### src/rtl/ifetch_front.sv
module ifetch_front #(
  parameter int AW    = 8,
  parameter int DW    = 32,
  parameter int DEPTH = 4
) (
  input  logic          clk,
  input  logic          rst_n,
  input  logic          redir,
  input  logic [AW-1:0] redir_pc,
  input  logic          be_ready,
  output logic          ins_valid,
  output logic [DW-1:0] ins_word,
  output logic [AW-1:0] ins_pc
);
  localparam int PW = $clog2(DEPTH);
  localparam int CW = $clog2(DEPTH + 1);

  function automatic logic [DW-1:0] rom_word(input logic [AW-1:0] a);
    logic [31:0] h;
    h = (32'(a) * 32'h9E37_79B9) ^ 32'h5A5A_5A5A;
    return DW'(h);
  endfunction

  function automatic logic [PW-1:0] step(input logic [PW-1:0] p);
    return (p == PW'(DEPTH - 1)) ? '0 : p + 1'b1;
  endfunction

  logic          clr;
  logic [AW-1:0] clr_pc;
  logic [AW-1:0] pc;
  logic          rd_vld;
  logic [AW-1:0] rd_pc;
  logic [DW-1:0] rd_word;
  logic [CW-1:0] cnt;
  logic [PW-1:0] wp, rp;
  logic [DW-1:0] q_word [DEPTH];
  logic [AW-1:0] q_pc   [DEPTH];

  always_ff @(posedge clk or negedge rst_n)
    if (!rst_n) begin
      clr    <= 1'b1;
      clr_pc <= '0;
    end else begin
      clr    <= redir;
      clr_pc <= redir_pc;
    end

  wire [AW-1:0] fa    = clr ? clr_pc : pc;
  wire          issue = clr || ((CW+1)'(cnt) + (CW+1)'(rd_vld) < (CW+1)'(DEPTH));
  wire          push  = rd_vld && !clr;
  wire          empty = (cnt == '0);
  wire          take  = !empty && !clr && (!ins_valid || be_ready);

  always_ff @(posedge clk or negedge rst_n)
    if (!rst_n) begin
      pc      <= '0;
      rd_vld  <= 1'b0;
      rd_pc   <= '0;
      rd_word <= '0;
    end else begin
      rd_vld <= issue;
      if (issue) begin
        rd_pc   <= fa;
        rd_word <= rom_word(fa);
        pc      <= fa + 1'b1;
      end
    end

  always_ff @(posedge clk or negedge rst_n)
    if (!rst_n) begin
      wp  <= '0;
      rp  <= '0;
      cnt <= '0;
    end else if (clr) begin
      wp  <= '0;
      rp  <= '0;
      cnt <= '0;
    end else begin
      if (push) wp <= step(wp);
      if (take) rp <= step(rp);
      cnt <= cnt + CW'(push) - CW'(take);
    end

  always_ff @(posedge clk)
    if (push) begin
      q_word[wp] <= rd_word;
      q_pc[wp]   <= rd_pc;
    end

  always_ff @(posedge clk or negedge rst_n)
    if (!rst_n) begin
      ins_valid <= 1'b0;
      ins_word  <= '0;
      ins_pc    <= '0;
    end else if (clr) begin
      ins_valid <= 1'b0;
    end else if (take) begin
      ins_valid <= 1'b1;
      ins_word  <= q_word[rp];
      ins_pc    <= q_pc[rp];
    end else if (be_ready) begin
      ins_valid <= 1'b0;
    end
endmodule

### config.mk
export PLATFORM = sky130hd
export DESIGN_NAME = ifetch_front
export DESIGN_NICKNAME = d
export VERILOG_FILES = /design/src/rtl/ifetch_front.sv
export SDC_FILE = /design/constraint.sdc
export NUM_CORES = 1
export LEC_CHECK = 0
export ABC_AREA = 1
export BUFFER_PORTS_ARGS = -buffer_cell sky130_fd_sc_hd__buf_2
export CAP_MARGIN = 5
export CORE_MARGIN = 2
export CORE_UTILIZATION = 63
export DETAILED_ROUTE_END_ITERATION = 8
export HOLD_SLACK_MARGIN = 0.12
export PLACE_DENSITY_LB_ADDON = 0.2
export SKIP_LAST_GASP = 1
export SLEW_MARGIN = 10
export SYNTH_ARGS = -nofsm -noshare
export SYNTH_HDL_FRONTEND = slang
export SYNTH_SLANG_ARGS = --single-unit
### constraint.sdc
create_clock -name clk -period 5.5 [get_ports clk]
set_input_delay 0.275 -clock clk [delete_from_list [all_inputs] [get_ports clk]]
set_output_delay 0.275 -clock clk [all_outputs]
set_load 0.005 [all_outputs]
* After elaboration in Yosys (flattened, before gate mapping)
Memory sizes are Yosys's and may differ from the RTL's. A register that Yosys moved wholly into a read port is not among the register bits. Index checks and enable logic that the tools add are counted.
Cells by class: add/sub/neg operators 6, mux-type cells 13, bitwise operators 2, equal/unequal tests 2, reduce and logical (&&, ||, !) cells 15, multiply operators 1, $lt $le $gt $ge 1
Operators with widths (count):
- $mul A8 B32 Y32 const B | 1
- $not A16 Y16 | 1
- $mux W2 | 6
- $add A8 B1 Y8 const B | 1
- $mux W8 | 1
- $logic_not A1 Y1 | 5
- $mux W1 | 5
- $add A2 B1 Y2 const B | 2
- $add A3 B1 Y4 | 1
- $eq A2 B2 Y1 const B | 2
- $lt A4 B3 Y1 const B | 1
- $reduce_bool A2 Y1 | 2
- $add A3 B1 Y3 | 1
- $logic_and A1 B1 Y1 | 3
- $logic_not A3 Y1 | 1
- $mux W3 | 1
- $reduce_bool A3 Y1 | 1
- $sub A3 B1 Y3 | 1
- $logic_or A1 B1 Y1 | 2
- $reduce_and A2 Y1 | 1
- $not A1 Y1 | 1
Word-level totals: memories 2, logic and storage cells 52, input port bits 12, memory bits (writable) 160, bits in registers 66, output and inout bits 41
Memories:
- q_word | depth 4, width 32, read ports 1, clocked after memory_dff 1, wr ports 1, line 36 | logic [DW-1:0] q_word [DEPTH];
- q_pc | depth 4, width 8, read ports 1, clocked after memory_dff 1, wr ports 1, line 37 | logic [AW-1:0] q_pc [DEPTH];

* Longest topological paths before layout
depth in word-level cells 6, gate-level depth with buffers 25, depth with buffers taken out 24

* Worst setup path before layout
No wires, ideal clock.
path kind reg-to-reg, from register clr, to register rd_word[31], setup time 118 ps, required time 5382 ps, clock period less this slack 4682 ps, setup slack 818 ps, path buffers 1, arrival 4564 ps, stages on the path, launching flop included 23, cell sequence dfstp_2 inv_2 buf_6 or2_1 o21ai_2 inv_1 fa_1 ha_1 or2_2 fa_1 inv_1 fa_1 inv_1 ha_1 nand2_1 nor2_1 nand2_1 nor3_1 nand2_1 nand3_1 nand2_1 nand3_1 nand2_1
On the way: word-level cells in the longest chain between the ends 2, elaborated cells between the ends (all ways) 3, those cells by class mul: 1; mux: 1; reduce/logical: 1
RTL lines:
- start, declared | line 28 | logic clr;
- start signal, assigned | line 44 | clr <= redir;
- $mux W8 | line 48 | wire [AW-1:0] fa = clr ? clr_pc : pc;
- via fa[2] | line 48
- $mul A8 B32 Y32 | line 20 | h = (32'(a) * 32'h9E37_79B9) ^ 32'h5A5A_5A5A;
- end signal, assigned | line 64 | rd_word <= rom_word(fa);
- end, declared | line 33 | logic [DW-1:0] rd_word;
The timed path passes the listed nets, and every way through them passes these cells. A chain may end at the register's enable or synchronous reset.

* Worst setup path after layout
from register clr, to register rd_word[20]
On the way: word-level cells in the longest chain between the ends 3, elaborated cells between the ends (all ways) 4, those cells by class mul: 1; mux: 1; bitwise: 1; reduce/logical: 1
RTL lines (line):
- $mux W8 | 48
- via fa[5] | 48
- $mul A8 B32 Y32 | 20
- $not A16 Y16 (no line)
The timed path passes the listed nets, and every way through them passes these cells.

==> out/metrics.cfg <==
[synthesis]
synthFlopType=edfxtp_1
synth_area_leaders=edfxtp_1, dfrtp_1, fa_1, nand2_1, nor2_1
yosysMostFrequentCell=nand2_1
synth_seq_cells=254
netlist_instances=1416
synth-async-reset-ratio_pct=40.16
synth_edf_count=152
synth_nets=1559
yosysTopAreaCellShare_pct=33.44
yosys_warnings=0
ys_types=34
syn_avg_cell_area_um2=9.639
syn-cell-area_um2=13650
synth_commonest_cells=nand2_1, nor2_1, inv_1, edfxtp_1, o21ai_0
yosysSeqAreaShare_pct=52.15
yosys.area.top_type=edfxtp_1

[floorplan]
fp.dieH_um=151.2
io_pins=53
core_um2=21150
die_w_um=151.2
rows=53
initial_core_util_pct=64.52
fp.dieArea_um2=22860

[place]
hpwl_um=20820
gp_congestion=0.9541
numPortBuffers=52

[layout]
drive_gt1_share_pct=7.971
area_delta_synth_final_pct=10.91
num-nets-final=1617
num_antenna_cells=0

[run_status]
status=finished, final reports clean

[cts]
ctsHoldBuffers=11
cts_root_buf=clkbuf_16
htree_levels=1
clkTransAtPathRegs_ns=0.06
ctsLongestPathBuffers=3
clk_latency_ns=0.52
cts_buffers=25
cts_setup_buffers=0
clock_sinks=254
cts_tree=built
ctsResizeCount=0

[setup_path]
end_kind=flip-flop
reg2reg_from=clr
worst_path_most_repeated_cell=inv_1
worst-path-stages=20
cp_max_fo=15
crit_family=adder cells
slowest_stage=fa_1
cp_data_arrival_time_ns=5.61
startpoint=clr
critPathMaxStageDelay_ns=0.62
cp_num_buf_inv=6
worstSetupStartpointType=flip-flop
reg2reg_depth=20
required_ns=5.89
crit_type=reg2reg
path_cells=buf_4 > o21a_1 > inv_1 > fa_1 > fa_1 > inv_1 > fa_1 > inv_1 > fa_1 > inv_1 > ha_1 > nand2_1 > nor2_1 > nand3_1 > nand3_1 > inv_1 > nor2_1 > o21bai_1 > nand3_1 > nand2_1

[timing]
fin_worst_skew_ns=0.01956
max_freq_ghz=0.1912
rsz0062_at_grt=false
slew_headroom_pct=24.81
period_minus_slack_ns=5.230
period_share_pct=95.08
tns_ns=0
max_slew.worst_pin.slew_ns=1.128
finalMaxSlewViolations=0
finalHoldViolCount=0
finalSetupViolations=0

[drt]
drc_errors=0
drtPass1Iterations=6
wl_per_cell_um=17.32
drtIter0Drc=586
dr_total_vias=9644
vias_per_cell=5.455
ant_nets=0
drt_wl_total_um=30620

[hold_path]
hp-class=in2async

[global_route]
grt_pass1_wl_um=49000
grt_max_degree=80
antenna_found_initial=0
grt.total_usage_pct=28.18
grt_pass1_vias=9604
grt_overflow_total=0

[run]
drv_cap=0

kinds of logic (layout without fill, tap and decap cells):
| kind of cell | count (synthesis) | after routing | share of synthesized area [%] |
|---|---|---|---|
| buffers and inverters | 269 | 346 | 7.608 |
| XOR/XNOR | 19 | 19 | 1.219 |
| adder cells (fa/ha/maj) | 131 | 131 | 15.47 |
| AO/OA/AOI/OAI | 185 | 185 | 7.324 |
| flip-flops | 254 | 254 | 52.15 |
| AND/OR/NAND/NOR | 558 | 558 | 16.23 |
cell type report:
cell class | count | area, um2
well taps | 275 | 344.1
fillers | 1548 | 6016
clock inverters | 13 | 161.4
multi-input cells | 893 | 5523
inverters | 223 | 837.1
repair buffers | 77 | 478.0
flip-flops and latches | 254 | 7119
clock buffers | 33 | 675.6
path summary, 6_finish.rpt:
kind	endpoint	slack, ns
setup / recovery	rd_word[20]	0.27
hold / removal	ins_pc[0]	0.32
setup reg to reg	rd_word[20]	0.27
hold reg to reg	pc[0]	0.50
max in group asynchronous	ins_word[25]	3.93
min in group clk	clr	0.40
worst reg2reg max path: cells and delay by family, from the launching register on:
| kind | cells | cell delay, ns |
|---|---|---|
| flops | 1 | 0.53 |
| compound gates | 2 | 0.41 |
| buf+inv | 6 | 0.63 |
| fa+ha+maj | 5 | 2.60 |
| simple gates | 7 | 0.92 |
stage by stage:
step / util [%] / instances / setup WS [ns] / cell area [um2] / hold WS (ns)
floorplan: - / 1416 / 0.8177 / 13650 / -0.02059
global placement: 67.08 / 1711 / 0.3801 / 14190 / 0.3206
detailed placement: 67.08 / 1711 / 0.3318 / 14190 / 0.3278
CTS: 71.56 / 1768 / 0.2932 / 15140 / 0.3397
global route: 71.56 / 1768 / 0.06559 / 15140 / 0.3880
finish: 71.56 / 1768 / 0.2704 / 15140 / 0.3175
routing by layer:
metal | track usage [%] | routed length (um)
met4 | 7.336 | 606
met2 | 49.23 | 15390
met5 | 0 | 0
met1 | 38.34 | 13040
met3 | 2.620 | 1587
registers in the layout (all words and copies together) (netlist names):
| name | flops |
|---|---|
| rd_pc | 8 |
| rp | 2 |
| cnt | 3 |
| clr | 1 |
| ins_pc | 8 |
| wp | 2 |
| pc | 8 |
| clr_pc | 8 |
| ins_word | 30 |
| q_pc | 32 |
| q_word | 120 |
| ins_valid | 1 |
| rd_word | 30 |
| rd_vld | 1 |
cells in the final DEF, fill, tap and decap left out, types with 2 or more instances in the layout:
| master | Yosys | final |
|---|---|---|
| clkbuf_16 | 0 | 25 |
| bufinv_16 | 0 | 4 |
| clkbuf_1 | 32 | 6 |
| o21ai_2 | 2 | 2 |
| buf_2 | 11 | 51 |
| a21oi_1 | 22 | 22 |
| nand2_1 | 250 | 250 |
| xnor2_1 | 5 | 5 |
| nand4_1 | 7 | 7 |
| o21ai_1 | 6 | 6 |
| fa_1 | 63 | 63 |
| buf_4 | 2 | 15 |
| o21bai_1 | 4 | 4 |
| clkinv_2 | 0 | 2 |
| inv_2 | 6 | 6 |
| clkbuf_8 | 0 | 2 |
| inv_1 | 217 | 216 |
| and2_1 | 3 | 3 |
| nor2_1 | 240 | 236 |
| ha_1 | 68 | 68 |
| or2_2 | 3 | 3 |
| a31oi_1 | 40 | 40 |
| dlygate4sd3_1 | 0 | 11 |
| clkinv_1 | 0 | 7 |
| xor2_1 | 14 | 14 |
| dfrtp_1 | 101 | 100 |
| or2_0 | 4 | 4 |
| o21ai_0 | 108 | 108 |
| nor2_4 | 0 | 4 |
| nand3_1 | 43 | 43 |
| edfxtp_1 | 152 | 152 |
| or2_1 | 4 | 4 |
Power is not shown: default switching activity piles up to over one toggle a cycle in this logic, so the estimate is an artifact.
